[config.mk]
export PLATFORM = sky130hd
export DESIGN_NAME = sensorPollSeq
export DESIGN_NICKNAME = d
export VERILOG_FILES = /design/src/rtl/sensorPollPkg.sv /design/src/rtl/sensorPollPath.sv /design/src/rtl/sensorPollCtrl.sv /design/src/rtl/sensorPollSeq.sv
export SDC_FILE = /design/constraint.sdc
export NUM_CORES = 1
export LEC_CHECK = 0
export CELL_PAD_IN_SITES_DETAIL_PLACEMENT = 1
export CELL_PAD_IN_SITES_GLOBAL_PLACEMENT = 1
export CORE_AREA = 2 2 346 348
export CTS_BUF_LIST = sky130_fd_sc_hd__clkbuf_16
export CTS_CLUSTER_DIAMETER = 40
export DETAILED_ROUTE_END_ITERATION = 7
export DIE_AREA = 0 0 348 350
export DONT_BUFFER_PORTS = 1
export PLACE_DENSITY_LB_ADDON = 0.3
export SYNTH_ARGS = -nofsm -noshare
export SYNTH_HDL_FRONTEND = slang
export SYNTH_HIERARCHICAL = 1
export SYNTH_SLANG_ARGS = --single-unit
export TNS_END_PERCENT = 1
[constraint.sdc]
create_clock -name clk -period 3.8 [get_ports clk]
set_clock_uncertainty 0.15 [all_clocks]
set_input_delay 0.38 -clock clk [delete_from_list [all_inputs] [get_ports clk]]
set_output_delay 0.38 -clock clk [all_outputs]
set_load 0.02 [all_outputs]
[src/rtl/sensorPollPkg.sv]
package sensorPollPkg;
  localparam int NPTS       = 4;
  localparam int ADDR_W     = 32;
  localparam int DATA_W     = 32;
  localparam int RES_W      = 12;
  localparam int PER_W      = 10;
  localparam int UNIT_SHIFT = 8;
  localparam int IV_W       = 16;
  localparam int SHIFT_W    = 4;
  localparam int MUX_W      = 5;
  localparam int REG_AW     = 5;
  localparam int PT_W       = $clog2(NPTS);
  localparam int CNT_W      = PER_W + UNIT_SHIFT;
  localparam int FILT_LSB   = 16;
  localparam int POS_W      = $clog2(DATA_W);

  localparam logic [REG_AW-1:0] RA_UNIT   = 5'd0;
  localparam logic [REG_AW-1:0] RA_TIMING = 5'd1;
  localparam logic [REG_AW-1:0] RA_POLLIV = 5'd2;
  localparam logic [REG_AW-1:0] RA_TMO    = 5'd3;
  localparam logic [REG_AW-1:0] RA_MASK   = 5'd4;
  localparam logic [REG_AW-1:0] RA_WCTL   = 5'd5;
  localparam logic [REG_AW-1:0] RA_VCFG   = 5'd6;
  localparam logic [REG_AW-1:0] RA_SHIFT  = 5'd7;
  localparam logic [REG_AW-1:0] RA_SPLIT  = 5'd8;
  localparam logic [REG_AW-1:0] RA_SNSA   = 5'd9;
  localparam logic [REG_AW-1:0] RA_CLRA   = 5'd10;
  localparam logic [REG_AW-1:0] RA_CHW    = 5'd11;
  localparam logic [REG_AW-1:0] RA_ENA    = 5'd12;
  localparam logic [REG_AW-1:0] RA_ENW    = 5'd13;
  localparam logic [REG_AW-1:0] RA_VALA   = 5'd14;
  localparam logic [REG_AW-1:0] RA_VOLTA  = 5'd15;
  localparam logic [REG_AW-1:0] RA_PTMUX  = 5'd16;
  localparam logic [REG_AW-1:0] RA_RES    = 5'd20;

  typedef enum logic [2:0] {
    ST_IDLE, ST_SEL, ST_SNS, ST_CLR, ST_EN, ST_POLL, ST_WAIT, ST_VOLT
  } seqState_t;

  typedef enum logic [2:0] {
    BK_SNS, BK_CLR, BK_EN, BK_VAL, BK_VOLT
  } busKind_t;

  typedef struct packed {
    logic            issue;
    busKind_t        kind;
    logic            storeRes;
    logic [PT_W-1:0] ptIdx;
  } ctrlStrb_t;

  typedef struct packed {
    logic              roundStart;
    logic [NPTS-1:0]   mask;
    logic              wcSns;
    logic              wcChan;
    logic              rdSplit;
    logic [IV_W-1:0]   pollIv;
    logic [DATA_W-1:0] tmo;
    logic              validHit;
  } pathStat_t;
endpackage

[src/rtl/sensorPollPath.sv]
module sensorPollPath
  import sensorPollPkg::*;
(
  input  logic              clk,
  input  logic              rstN,
  input  logic              cfgWe,
  input  logic [REG_AW-1:0] cfgAddr,
  input  logic [DATA_W-1:0] cfgWdata,
  output logic [DATA_W-1:0] cfgRdata,
  input  ctrlStrb_t         strb,
  output pathStat_t         stat,
  input  logic              busReq,
  input  logic              busReady,
  input  logic [DATA_W-1:0] busRdata,
  output logic              busWe,
  output logic [ADDR_W-1:0] busAddr,
  output logic [DATA_W-1:0] busWdata
);
  logic [PER_W-1:0]   unitQ, sensIvQ, filtIvQ;
  logic [IV_W-1:0]    pollIvQ;
  logic [DATA_W-1:0]  tmoQ;
  logic [NPTS-1:0]    maskQ;
  logic [1:0]         wcQ;
  logic [5:0]         vcfgQ;
  logic [SHIFT_W-1:0] shiftQ;
  logic               splitQ;
  logic [ADDR_W-1:0]  snsAddrQ, clrAddrQ, enAddrQ, valAddrQ, voltAddrQ;
  logic [DATA_W-1:0]  chanWordQ, enWordQ;
  logic [MUX_W-1:0]   ptMuxQ [NPTS];
  logic [RES_W-1:0]   resQ [NPTS];

  // configuration registers
  always_ff @(posedge clk or negedge rstN) begin
    if (!rstN) begin
      unitQ <= '0; sensIvQ <= '0; filtIvQ <= '0; pollIvQ <= '0;
      tmoQ <= '1; maskQ <= '0; wcQ <= '0; vcfgQ <= '0; shiftQ <= '0;
      splitQ <= 1'b0; snsAddrQ <= '0; clrAddrQ <= '0; enAddrQ <= '0;
      valAddrQ <= '0; voltAddrQ <= '0; chanWordQ <= '0; enWordQ <= '0;
    end else if (cfgWe) begin
      case (cfgAddr)
        RA_UNIT:   unitQ <= cfgWdata[PER_W-1:0];
        RA_TIMING: begin
          sensIvQ <= cfgWdata[PER_W-1:0];
          filtIvQ <= cfgWdata[FILT_LSB +: PER_W];
        end
        RA_POLLIV: pollIvQ   <= cfgWdata[IV_W-1:0];
        RA_TMO:    tmoQ      <= cfgWdata;
        RA_MASK:   maskQ     <= cfgWdata[NPTS-1:0];
        RA_WCTL:   wcQ       <= cfgWdata[1:0];
        RA_VCFG:   vcfgQ     <= cfgWdata[5:0];
        RA_SHIFT:  shiftQ    <= cfgWdata[SHIFT_W-1:0];
        RA_SPLIT:  splitQ    <= cfgWdata[0];
        RA_SNSA:   snsAddrQ  <= cfgWdata;
        RA_CLRA:   clrAddrQ  <= cfgWdata;
        RA_CHW:    chanWordQ <= cfgWdata;
        RA_ENA:    enAddrQ   <= cfgWdata;
        RA_ENW:    enWordQ   <= cfgWdata;
        RA_VALA:   valAddrQ  <= cfgWdata;
        RA_VOLTA:  voltAddrQ <= cfgWdata;
        default: ;
      endcase
    end
  end

  // valid flag decode and voltage extraction
  logic             flagBit, validHit;
  logic [RES_W-1:0] voltVal;
  assign flagBit  = busRdata[vcfgQ[POS_W-1:0]];
  assign validHit = vcfgQ[5] ? flagBit : ~flagBit;
  assign voltVal  = RES_W'(busRdata >> shiftQ);

  // per-point mux values and results
  for (genvar g = 0; g < NPTS; g++) begin : gPt
    always_ff @(posedge clk or negedge rstN) begin
      if (!rstN) ptMuxQ[g] <= '0;
      else if (cfgWe && cfgAddr == RA_PTMUX + REG_AW'(g)) ptMuxQ[g] <= cfgWdata[MUX_W-1:0];
    end
    always_ff @(posedge clk or negedge rstN) begin
      if (!rstN) resQ[g] <= '0;
      else if (strb.storeRes && strb.ptIdx == PT_W'(g)) resQ[g] <= voltVal;
    end

    result_src_chk: assert property (@(posedge clk) disable iff (!rstN)
      !$stable(resQ[g]) |-> $past(busReq && busReady && !busWe));
  end

  // interval timer: unit tick every unitQ*256 clocks, round every sensIvQ ticks
  logic [CNT_W-1:0] preCnt, unitLim;
  logic [PER_W-1:0] ivCnt;
  logic             unitTick, roundStart;
  assign unitLim    = CNT_W'(unitQ) << UNIT_SHIFT;
  assign unitTick   = (unitQ != '0) && (preCnt >= unitLim - 1'b1);
  assign roundStart = unitTick && (sensIvQ != '0) && (ivCnt >= sensIvQ - 1'b1);

  always_ff @(posedge clk or negedge rstN) begin
    if (!rstN) begin
      preCnt <= '0;
      ivCnt  <= '0;
    end else begin
      preCnt <= (unitQ == '0 || unitTick) ? '0 : preCnt + 1'b1;
      if (sensIvQ == '0)   ivCnt <= '0;
      else if (roundStart) ivCnt <= '0;
      else if (unitTick)   ivCnt <= ivCnt + 1'b1;
    end
  end


  round_gap_chk: assert property (@(posedge clk) disable iff (!rstN)
    roundStart |=> !roundStart);

  // bus request latch: held until the next issue
  always_ff @(posedge clk or negedge rstN) begin
    if (!rstN) begin
      busWe <= 1'b0; busAddr <= '0; busWdata <= '0;
    end else if (strb.issue) begin
      case (strb.kind)
        BK_SNS:  begin busWe <= 1'b1; busAddr <= snsAddrQ; busWdata <= DATA_W'(ptMuxQ[strb.ptIdx]); end
        BK_CLR:  begin busWe <= 1'b1; busAddr <= clrAddrQ; busWdata <= chanWordQ; end
        BK_EN:   begin busWe <= 1'b1; busAddr <= enAddrQ;  busWdata <= enWordQ; end
        BK_VAL:  begin busWe <= 1'b0; busAddr <= valAddrQ; busWdata <= '0; end
        default: begin busWe <= 1'b0; busAddr <= voltAddrQ; busWdata <= '0; end
      endcase
    end
  end

  // status toward the control
  always_comb begin
    stat.roundStart = roundStart;
    stat.mask       = maskQ;
    stat.wcSns      = wcQ[0];
    stat.wcChan     = wcQ[1];
    stat.rdSplit    = splitQ;
    stat.pollIv     = pollIvQ;
    stat.tmo        = tmoQ;
    stat.validHit   = validHit;
  end

  // register read mux
  always_comb begin
    cfgRdata = '0;
    case (cfgAddr)
      RA_UNIT:   cfgRdata[PER_W-1:0] = unitQ;
      RA_TIMING: begin
        cfgRdata[PER_W-1:0]         = sensIvQ;
        cfgRdata[FILT_LSB +: PER_W] = filtIvQ;
      end
      RA_POLLIV: cfgRdata[IV_W-1:0]    = pollIvQ;
      RA_TMO:    cfgRdata              = tmoQ;
      RA_MASK:   cfgRdata[NPTS-1:0]    = maskQ;
      RA_WCTL:   cfgRdata[1:0]         = wcQ;
      RA_VCFG:   cfgRdata[5:0]         = vcfgQ;
      RA_SHIFT:  cfgRdata[SHIFT_W-1:0] = shiftQ;
      RA_SPLIT:  cfgRdata[0]           = splitQ;
      RA_SNSA:   cfgRdata = snsAddrQ;
      RA_CLRA:   cfgRdata = clrAddrQ;
      RA_CHW:    cfgRdata = chanWordQ;
      RA_ENA:    cfgRdata = enAddrQ;
      RA_ENW:    cfgRdata = enWordQ;
      RA_VALA:   cfgRdata = valAddrQ;
      RA_VOLTA:  cfgRdata = voltAddrQ;
      default: ;
    endcase
    for (int i = 0; i < NPTS; i++) begin
      if (cfgAddr == RA_PTMUX + REG_AW'(i)) cfgRdata = DATA_W'(ptMuxQ[i]);
      if (cfgAddr == RA_RES + REG_AW'(i))   cfgRdata = DATA_W'(resQ[i]);
    end
  end
endmodule

[src/rtl/sensorPollCtrl.sv]
module sensorPollCtrl
  import sensorPollPkg::*;
(
  input  logic      clk,
  input  logic      rstN,
  input  pathStat_t stat,
  input  logic      busReady,
  output logic      busReq,
  output ctrlStrb_t strb
);
  seqState_t         state;
  logic              reqQ;
  logic [PT_W-1:0]   ptIdx;
  logic [PT_W:0]     scanFrom;
  logic [NPTS-1:0]   roundMask;
  logic [DATA_W-1:0] pollCnt;
  logic [IV_W-1:0]   waitCnt;

  logic      isBus, need, done, tmoExpire, found;
  logic [PT_W-1:0] pick;
  seqState_t nextBus;

  assign busReq = reqQ;
  assign done   = reqQ && busReady;
  assign isBus  = (state == ST_SNS) || (state == ST_CLR) || (state == ST_EN) ||
                  (state == ST_POLL) || (state == ST_VOLT);
  assign tmoExpire = (stat.tmo != '1) &&
                     ((stat.tmo == '0) || (pollCnt >= stat.tmo - 1'b1));

  // next enabled point at or above scanFrom
  always_comb begin
    found = 1'b0;
    pick  = '0;
    for (int i = NPTS - 1; i >= 0; i--) begin
      if (roundMask[i] && ((PT_W+1)'(i) >= scanFrom)) begin
        found = 1'b1;
        pick  = PT_W'(i);
      end
    end
  end

  always_comb begin
    need = 1'b1;
    if (state == ST_SNS) need = stat.wcSns;
    if (state == ST_CLR) need = stat.wcChan;
    case (state)
      ST_SNS:  nextBus = ST_CLR;
      ST_CLR:  nextBus = ST_EN;
      ST_EN:   nextBus = ST_POLL;
      ST_POLL: begin
        if (stat.validHit) nextBus = stat.rdSplit ? ST_VOLT : ST_SEL;
        else               nextBus = tmoExpire ? ST_SEL : ST_WAIT;
      end
      default: nextBus = ST_SEL;
    endcase
    strb.issue    = isBus && need && !reqQ;
    strb.ptIdx    = ptIdx;
    strb.storeRes = done && (((state == ST_POLL) && stat.validHit && !stat.rdSplit) ||
                             (state == ST_VOLT));
    case (state)
      ST_SNS:  strb.kind = BK_SNS;
      ST_CLR:  strb.kind = BK_CLR;
      ST_EN:   strb.kind = BK_EN;
      ST_POLL: strb.kind = BK_VAL;
      default: strb.kind = BK_VOLT;
    endcase
  end

  always_ff @(posedge clk or negedge rstN) begin
    if (!rstN) begin
      state <= ST_IDLE; reqQ <= 1'b0; ptIdx <= '0; scanFrom <= '0;
      roundMask <= '0; pollCnt <= '0; waitCnt <= '0;
    end else begin
      case (state)
        ST_IDLE: if (stat.roundStart) begin
          roundMask <= stat.mask;
          scanFrom  <= '0;
          state     <= ST_SEL;
        end
        ST_SEL: begin
          if (found) begin
            ptIdx    <= pick;
            scanFrom <= {1'b0, pick} + 1'b1;
            pollCnt  <= '0;
            state    <= ST_SNS;
          end else begin
            state <= ST_IDLE;
          end
        end
        ST_WAIT: begin
          if (waitCnt >= stat.pollIv) state <= ST_POLL;
          else                        waitCnt <= waitCnt + 1'b1;
        end
        default: begin
          if (!need) begin
            state <= nextBus;
          end else if (!reqQ) begin
            reqQ <= 1'b1;
          end else if (busReady) begin
            reqQ  <= 1'b0;
            state <= nextBus;
            if (state == ST_POLL) begin
              pollCnt <= pollCnt + 1'b1;
              waitCnt <= '0;
            end
          end
        end
      endcase
    end
  end


  mask_only_chk: assert property (@(posedge clk) disable iff (!rstN)
    reqQ |-> roundMask[ptIdx]);


  tmo_bound_chk: assert property (@(posedge clk) disable iff (!rstN)
    (state == ST_WAIT) |-> ((stat.tmo == '1) || (pollCnt < stat.tmo)));


  idle_quiet_chk: assert property (@(posedge clk) disable iff (!rstN)
    (state == ST_IDLE) |-> !reqQ);
endmodule

[src/rtl/sensorPollSeq.sv]
module sensorPollSeq
  import sensorPollPkg::*;
(
  input  logic        clk,
  input  logic        rstN,
  input  logic        cfgWe,
  input  logic [4:0]  cfgAddr,
  input  logic [31:0] cfgWdata,
  output logic [31:0] cfgRdata,
  output logic        busReq,
  output logic        busWe,
  output logic [31:0] busAddr,
  output logic [31:0] busWdata,
  input  logic [31:0] busRdata,
  input  logic        busReady
);
  ctrlStrb_t strb;
  pathStat_t stat;

  sensorPollCtrl u_ctrl (
    .clk(clk), .rstN(rstN), .stat(stat), .busReady(busReady),
    .busReq(busReq), .strb(strb)
  );

  sensorPollPath u_path (
    .clk(clk), .rstN(rstN), .cfgWe(cfgWe), .cfgAddr(cfgAddr),
    .cfgWdata(cfgWdata), .cfgRdata(cfgRdata), .strb(strb), .stat(stat),
    .busReq(busReq), .busReady(busReady), .busRdata(busRdata),
    .busWe(busWe), .busAddr(busAddr), .busWdata(busWdata)
  );


  bus_hold_chk: assert property (@(posedge clk) disable iff (!rstN)
    (busReq && !busReady) |=> (busReq && $stable(busAddr) && $stable(busWe) && $stable(busWdata)));
endmodule

* Word level (Yosys, flattened, before mapping)
Cells that the tools add are included.
** Operators by class
- $add $sub $neg :: 8
- Magnitude comparators :: 10
- Equal/unequal tests :: 43
- Shift-type cells :: 1
- Muxes and demuxes :: 68
- Bitwise operators :: 5
- Reduce and logical (&&, ||, !) cells :: 77
** Operators with widths (number)
- $mux W32 :: 13
- $pmux W32 S4 :: 1
- $pmux W32 S3 :: 1
- $pmux W10 S9 :: 1
- $mux W16 :: 5
- $pmux W32 S2 :: 1
- $pmux W6 S9 :: 1
- $pmux W6 S8 :: 1
- $pmux W4 S11 :: 1
- $eq A5 B4 Y1 const B :: 8
- $eq A5 B5 Y1 const B :: 8
- $reduce_and A2 Y1 :: 19
- $add A32 B1 Y32 const B :: 1
- $ge A32 B32 Y1 :: 1
- $logic_not A32 Y1 :: 1
- $ne A32 B32 Y1 const B :: 1
- $pmux W16 S2 :: 1
- $shr A32 B4 Y12 :: 1
- $sub A32 B1 Y32 const B :: 1
- $mux W10 :: 3
- $mux W3 :: 10
- $pmux W2 S14 :: 1
- $pmux W2 S12 :: 1
- $pmux W3 S4 :: 2
- other kinds (52) :: 128
** Storage, ports and cells
- Bits in registers :: 541
- Bits of input ports :: 73
- Output and inout port bits :: 98
- Logic and storage cells :: 249

* Longest topological paths before layout
- Word-level depth :: 11
- Depth in mapped cells :: 18
- Depth with buffers taken out :: 17

* Modules after synthesis
The synthesis kept the hierarchy.
** By module, submodules not included
- sensorPollPath :: times used 1, cells each 2094, area an instance 24258.3 um2, seq. area each 12051.6 um2
- sensorPollCtrl :: times used 1, cells each 593, area an instance 4989.8 um2, seq. area each 1526.5 um2

* Least setup slack after synthesis
OpenSTA, ideal clock, no wires.
- Kind :: register to register
- From :: reg u_path.tmoQ[2]
- To :: reg u_ctrl.state[1]
- Setup time :: 124 ps
- Data arrival time :: 3522 ps
- Data required time :: 3526 ps
- Path slack :: 4 ps
- Cell stages (with the launch flop) :: 15
- Buffers on the path :: 0
- Clock period less this slack :: 3796 ps
- Cells stage by stage :: dfstp_2 or4_4 nor3_4 nand4_2 nor4b_4 nand2_1 xor2_1 ha_1 nand4_1 nor4_1 or3b_2 o21ai_0 o31ai_1 nor3_1 o2bb2ai_1
** On the way
- Longest elaborated chain between the ends :: 11
- Elaborated cells on any way between the ends :: 13
- Classes of those cells :: 1 x add/sub; 1 x order compare; 1 x eq/ne; 7 x mux; 3 x reduce/logical
** Ends and longest elaborated chain
- start, declared :: RTL line sensorPollPath.sv:21 : logic [DATA_W-1:0] tmoQ;
- start signal, assigned :: RTL line sensorPollPath.sv:47 : RA_TMO: tmoQ <= cfgWdata;
- $sub A32 B1 Y32 :: RTL line sensorPollCtrl.sv:28 : ((stat.tmo == '0) || (pollCnt >= stat.tmo - 1'b1));
- $ge A32 B32 Y1 :: RTL line sensorPollCtrl.sv:28
- $logic_or A1 B1 Y1 :: RTL line sensorPollCtrl.sv:28
- $logic_and A1 B1 Y1 (*) :: RTL line sensorPollCtrl.sv:27 : assign tmoExpire = (stat.tmo != '1) &&
- $mux W3 (*) :: RTL line sensorPollCtrl.sv:52 : else nextBus = tmoExpire ? ST_SEL : ST_WAIT;
- $mux W3 (*) :: RTL line sensorPollCtrl.sv:51 : if (stat.validHit) nextBus = stat.rdSplit ? ST_VOLT : ST_SEL;
- $pmux W3 S4 (*) :: RTL line sensorPollCtrl.sv:46 : case (state)
- $mux W3 :: RTL line sensorPollCtrl.sv:99 : end else if (busReady) begin
- $mux W3 :: RTL line sensorPollCtrl.sv:97 : end else if (!reqQ) begin
- $mux W3 (*) :: RTL line sensorPollCtrl.sv:95 : if (!need) begin
- $pmux W3 S3 (*) :: RTL line sensorPollCtrl.sv:74 : case (state)
- end signal, assigned :: RTL line sensorPollCtrl.sv:96 : state <= nextBus;
- end signal, assigned :: RTL line sensorPollCtrl.sv:101 : state <= nextBus;
- end, declared :: RTL line sensorPollCtrl.sv:11 : seqState_t state;
Mark *: on every way between the ends. The rest lies on a longest branch, timed or not. The select of a mux whose other input is x is not followed.
A chain may end at the register's enable or synchronous reset.

* Final worst setup path
- From :: reg u_path.tmoQ[2]
- To :: reg u_ctrl.state[2]
The elaborated chain is that of the path after synthesis.

==> key figures <==
Status
  – Status: finished with violations
  – Failing checks: max-slew violations, negative setup slack

GRT
  – Total grt overflow: 0
  – GRT Total Usage: 0.1811
  – Number of global-route vias before repair: 24210
  – Initial antenna violation count: 14
  – Largest net degree at the start of global routing: 542
  – First-pass GRT wire length: 165600 um

Setup path
  – CP max stage cell: or4_4
  – Critical path class: flop to flop
  – Crit-path max cell delay: 0.55 ns
  – WP buf/inv: 2
  – CP startpoint kind: flop
  – WP data arrival: roughly 4.4 ns
  – Data required time of the worst path: 4.22 ns
  – Levels on crit path: 16
  – R2r worst-path depth: 16
  – CP delay by family, top: simple AND/OR/NAND/NOR gates
  – CP Cell Sequence: or4_4 > nor3_4 > nand4_4 > nor4b_4 > buf_4 > nand2_2 > nor4_2 > xnor2_1 > ha_1 > and4_4 > a221oi_2 > o21ai_1 > o31ai_1 > buf_4 > nor2_1 > o31ai_1
  – Critical Path End Type: flop
  – Critical path peak fanout: 3

Clock tree
  – Clk buf depth: 3
  – Root Driver: clkbuf_16
  – CTS buffer count: 105
  – H-tree levels: 3
  – CTS tree: built
  – Worst-path clk slew: roughly 0.050 ns
  – Clk_lat worst skew: 0.69 ns
  – CTS sink count: 541

Route
  – Post-route ant nets: 0
  – 1st-pass router iterations: 6
  – DR DRC count: 0
  – Drt initial violations: around 1600
  – Post-Route WL: 111700 um
  – Drt wl/cell: 25.08 um
  – Via count: 23100
  – Via/cell ratio: 5.186

Floorplan
  – DIE AREA: 121800 um^2
  – Core area: 117800 um^2
  – Num rows: 126
  – Starting Density: 0.2484
  – Die height: 350 um
  – I/O pin count: 171
  – Die Wd: 348 um

Final layout
  – Nets@finish: 2976
  – Share of layout cells above drive strength 1: 0.2851
  – Syn-to-layout area delta: 23.10%
  – Utilization after layout: 0.3057

Worst hold path
  – Hold Path Class: primary input to flop
  – Hold Path Stages: 3

Synthesis
  – Main synth FF type: dfrtp_1
  – Yosys cell types: 91
  – Seq cells post-synth: approximately 540
  – Synth Instances: roughly 2700
  – EDFF count, synth: 0
  – Syn. warnings: 6
  – Mapped Area: just under 30000 um^2
  – Ys async rst share: 1.000
  – Sequential area share after synthesis: 0.4642
  – Mean Syn Cell Area: 10.89 um^2
  – Syn_nets: 2839

STA
  – Min Tclk post-route: 3.990 ns
  – Worst setup margin: -0.1897 ns
  – Slew Limit Fails: 183
  – Final hold vios: 0
  – Setup Viol. Count Final: 3
  – Highest Clock Rate: 250.6 MHz
  – Worst Max-Slew Pin Slew: 1.722 ns
  – Fin Hold WS: 0.05993 ns
  – Rel. slew slack: -0.1478
  – Period utilization: 1.050
  – RSZ-0062 raised after global routing: yes

Pwr
  – Max VDD drop: 0.5402 mV
  – PwrDens: around 690 nW/um^2
  – Static leakage: 15.42 nW

Placement
  – Place WS: -0.3930 ns
  – DPL Wire Length: around 75000 um
  – GPL Wtd Cong: about 0.82
  – PortBufs: 0

Flow run
  – Max Cap Viol: 0
-- placed cells by master, fill, tap and decap left out, drive strengths merged, types with 20 or more instances in the layout --
cell,n
dfrtp,509
mux2,381
nor2,209
buf,161
nand2,151
a22oi,145
a21oi,119
inv,119
o21ai,113
clkbuf,106
ha,79
nand3,74
mux2i,59
a221oi,45
xnor2,44
dlygate4sd3,41
xor2,38
nand4,37
nor3,36
o22ai,35
and3,35
dfstp,32
clkinv,29
mux4,22
a222oi,21
a31oi,20
-- area by class of cell --
class / count / area, um^2
antenna: 2 / 5.005
clock buffer: 106 / 2653
clock inverter: 92 / 993.5
fill: 13020 / 81760
inverter: 87 / 326.6
multi-input combinational: 1887 / 14750
sequential: 541 / 13580
tap: 1536 / 1922
timing repair buffer: 202 / 1779
-- cells by family (layout without fill, tap and decap cells) --
| group | after synthesis | after routing | share of synthesized area |
|---|---|---|---|
| AOI/OAI and AO/OA | 598 | 598 | 0.1399 |
| xor gates and xnor gates | 82 | 82 | 0.02456 |
| adders and majority gates | 79 | 79 | 0.03380 |
| buffers and inverters | 259 | 487 | 0.03829 |
| DFF | 541 | 541 | 0.4642 |
| muxes | 462 | 462 | 0.1847 |
| other | 0 | 2 | 0 |
| and+or+nand+nor | 666 | 666 | 0.1145 |
-- sequential cells by signal, indices dropped and copies added (netlist names), 16 cells and up --
signal / cells
u_path/pollIvQ: 16
u_path/chanWordQ: 32
u_path/enWordQ: 32
u_path/voltAddrQ: 32
u_path/clrAddrQ: 32
u_path/resQ: 48
u_path/preCnt: 18
u_path/busAddr: 32
u_path/ptMuxQ: 20
u_ctrl/waitCnt: 16
u_path/busWdata: 32
u_path/valAddrQ: 32
u_path/snsAddrQ: 32
u_path/enAddrQ: 32
u_ctrl/pollCnt: 32
u_path/tmoQ: 32
-- synthesized netlist by cell type, types with 9 or more instances --
cell type	count	area (um^2)
a211oi_1	18	135.1
a21o_1	9	67.56
a21oi_1	116	580.6
a221oi_1	45	394.1
a222oi_1	21	210.2
a22o_1	11	96.34
a22oi_1	145	1089
a31oi_1	20	125.1
and3_1	35	219.0
buf_2	61	305.3
clkbuf_1	93	349.1
dfrtp_1	509	12740
dfstp_2	32	840.8
ha_1	79	988.5
inv_1	86	322.8
mux2_2	377	4245
mux2i_1	59	590.6
mux4_2	15	337.8
nand2_1	148	555.5
nand2b_1	11	68.82
nand3_1	74	370.4
nand3b_1	9	67.56
nand4_1	36	225.2
nor2_1	204	765.7
nor2b_1	17	106.4
nor3_1	30	150.1
nor4_1	17	106.4
o21ai_0	111	555.5
o22ai_1	35	219.0
o31ai_1	10	75.07
or3_1	16	100.1
xnor2_1	44	385.4
xor2_1	38	332.8
-- through the flow --
step           area (um^2)  setup TNS (ns)  std cells  power [mW]
6_report             36000         -0.4644       4453       24.86
5_1_grt              36000          -1.164       4451       26.08
4_1_cts              35840         -0.5165       4444       24.95
3_5_place_dp         31710          -1.373       4204       15.01
3_3_place_gp         31710         -0.6401       4204       14.90
2_1_floorplan        29250               0       2687       12.18
-- timing repair --
| action | 4_1_cts | 5_1_grt |
|---|---|---|
| resized for setup | 9 | 12 |
| setup buffers | 0 | 3 |
| hold buffers | 42 | 2 |
| setup endpoints to repair | 13 | 21 |
| endpoints found under the hold margin | 880 | 287 |
| pin swaps | 1 | 8 |
-- path summary, 6_finish.rpt --
path	startpoint	end	slack, ns
setup reg to reg	u_path/tmoQ[2]	u_ctrl/state[2]	-0.19
hold reg to reg	u_path/resQ[9]	u_path/resQ[9]	0.33
setup / recovery	u_path/tmoQ[2]	u_ctrl/state[2]	-0.19
max in group asynchronous	rstN	u_ctrl/scanFrom[2]	0.54
hold / removal	cfgAddr[1]	u_path/wcQ[1]	0.06
min in group asynchronous	rstN	u_path/shiftQ[2]	0.17
-- tightest hold or removal path, cell delays in order --
cell	delay (ns)
nor2b_1	0.13
nand3_1	0.17
mux2_2	0.16
-- layer usage --
layer  vias up  routed length, um  global-route usage
met3       175               5824             0.03253
li1      10330                  -                   -
met4        10               2679             0.05248
met5         -                 59                   0
met1     12000              51400              0.2466
met2       579              51730              0.2929
-- report_power, final --
group | switching, mW | total [mW] | internal (mW)
Sequential | 1.55 | 8.56 | 7.00
Combinational | 3.97 | 6.66 | 2.68
Clock | 3.44 | 9.65 | 6.21
Power figures use the tool's default switching activity.
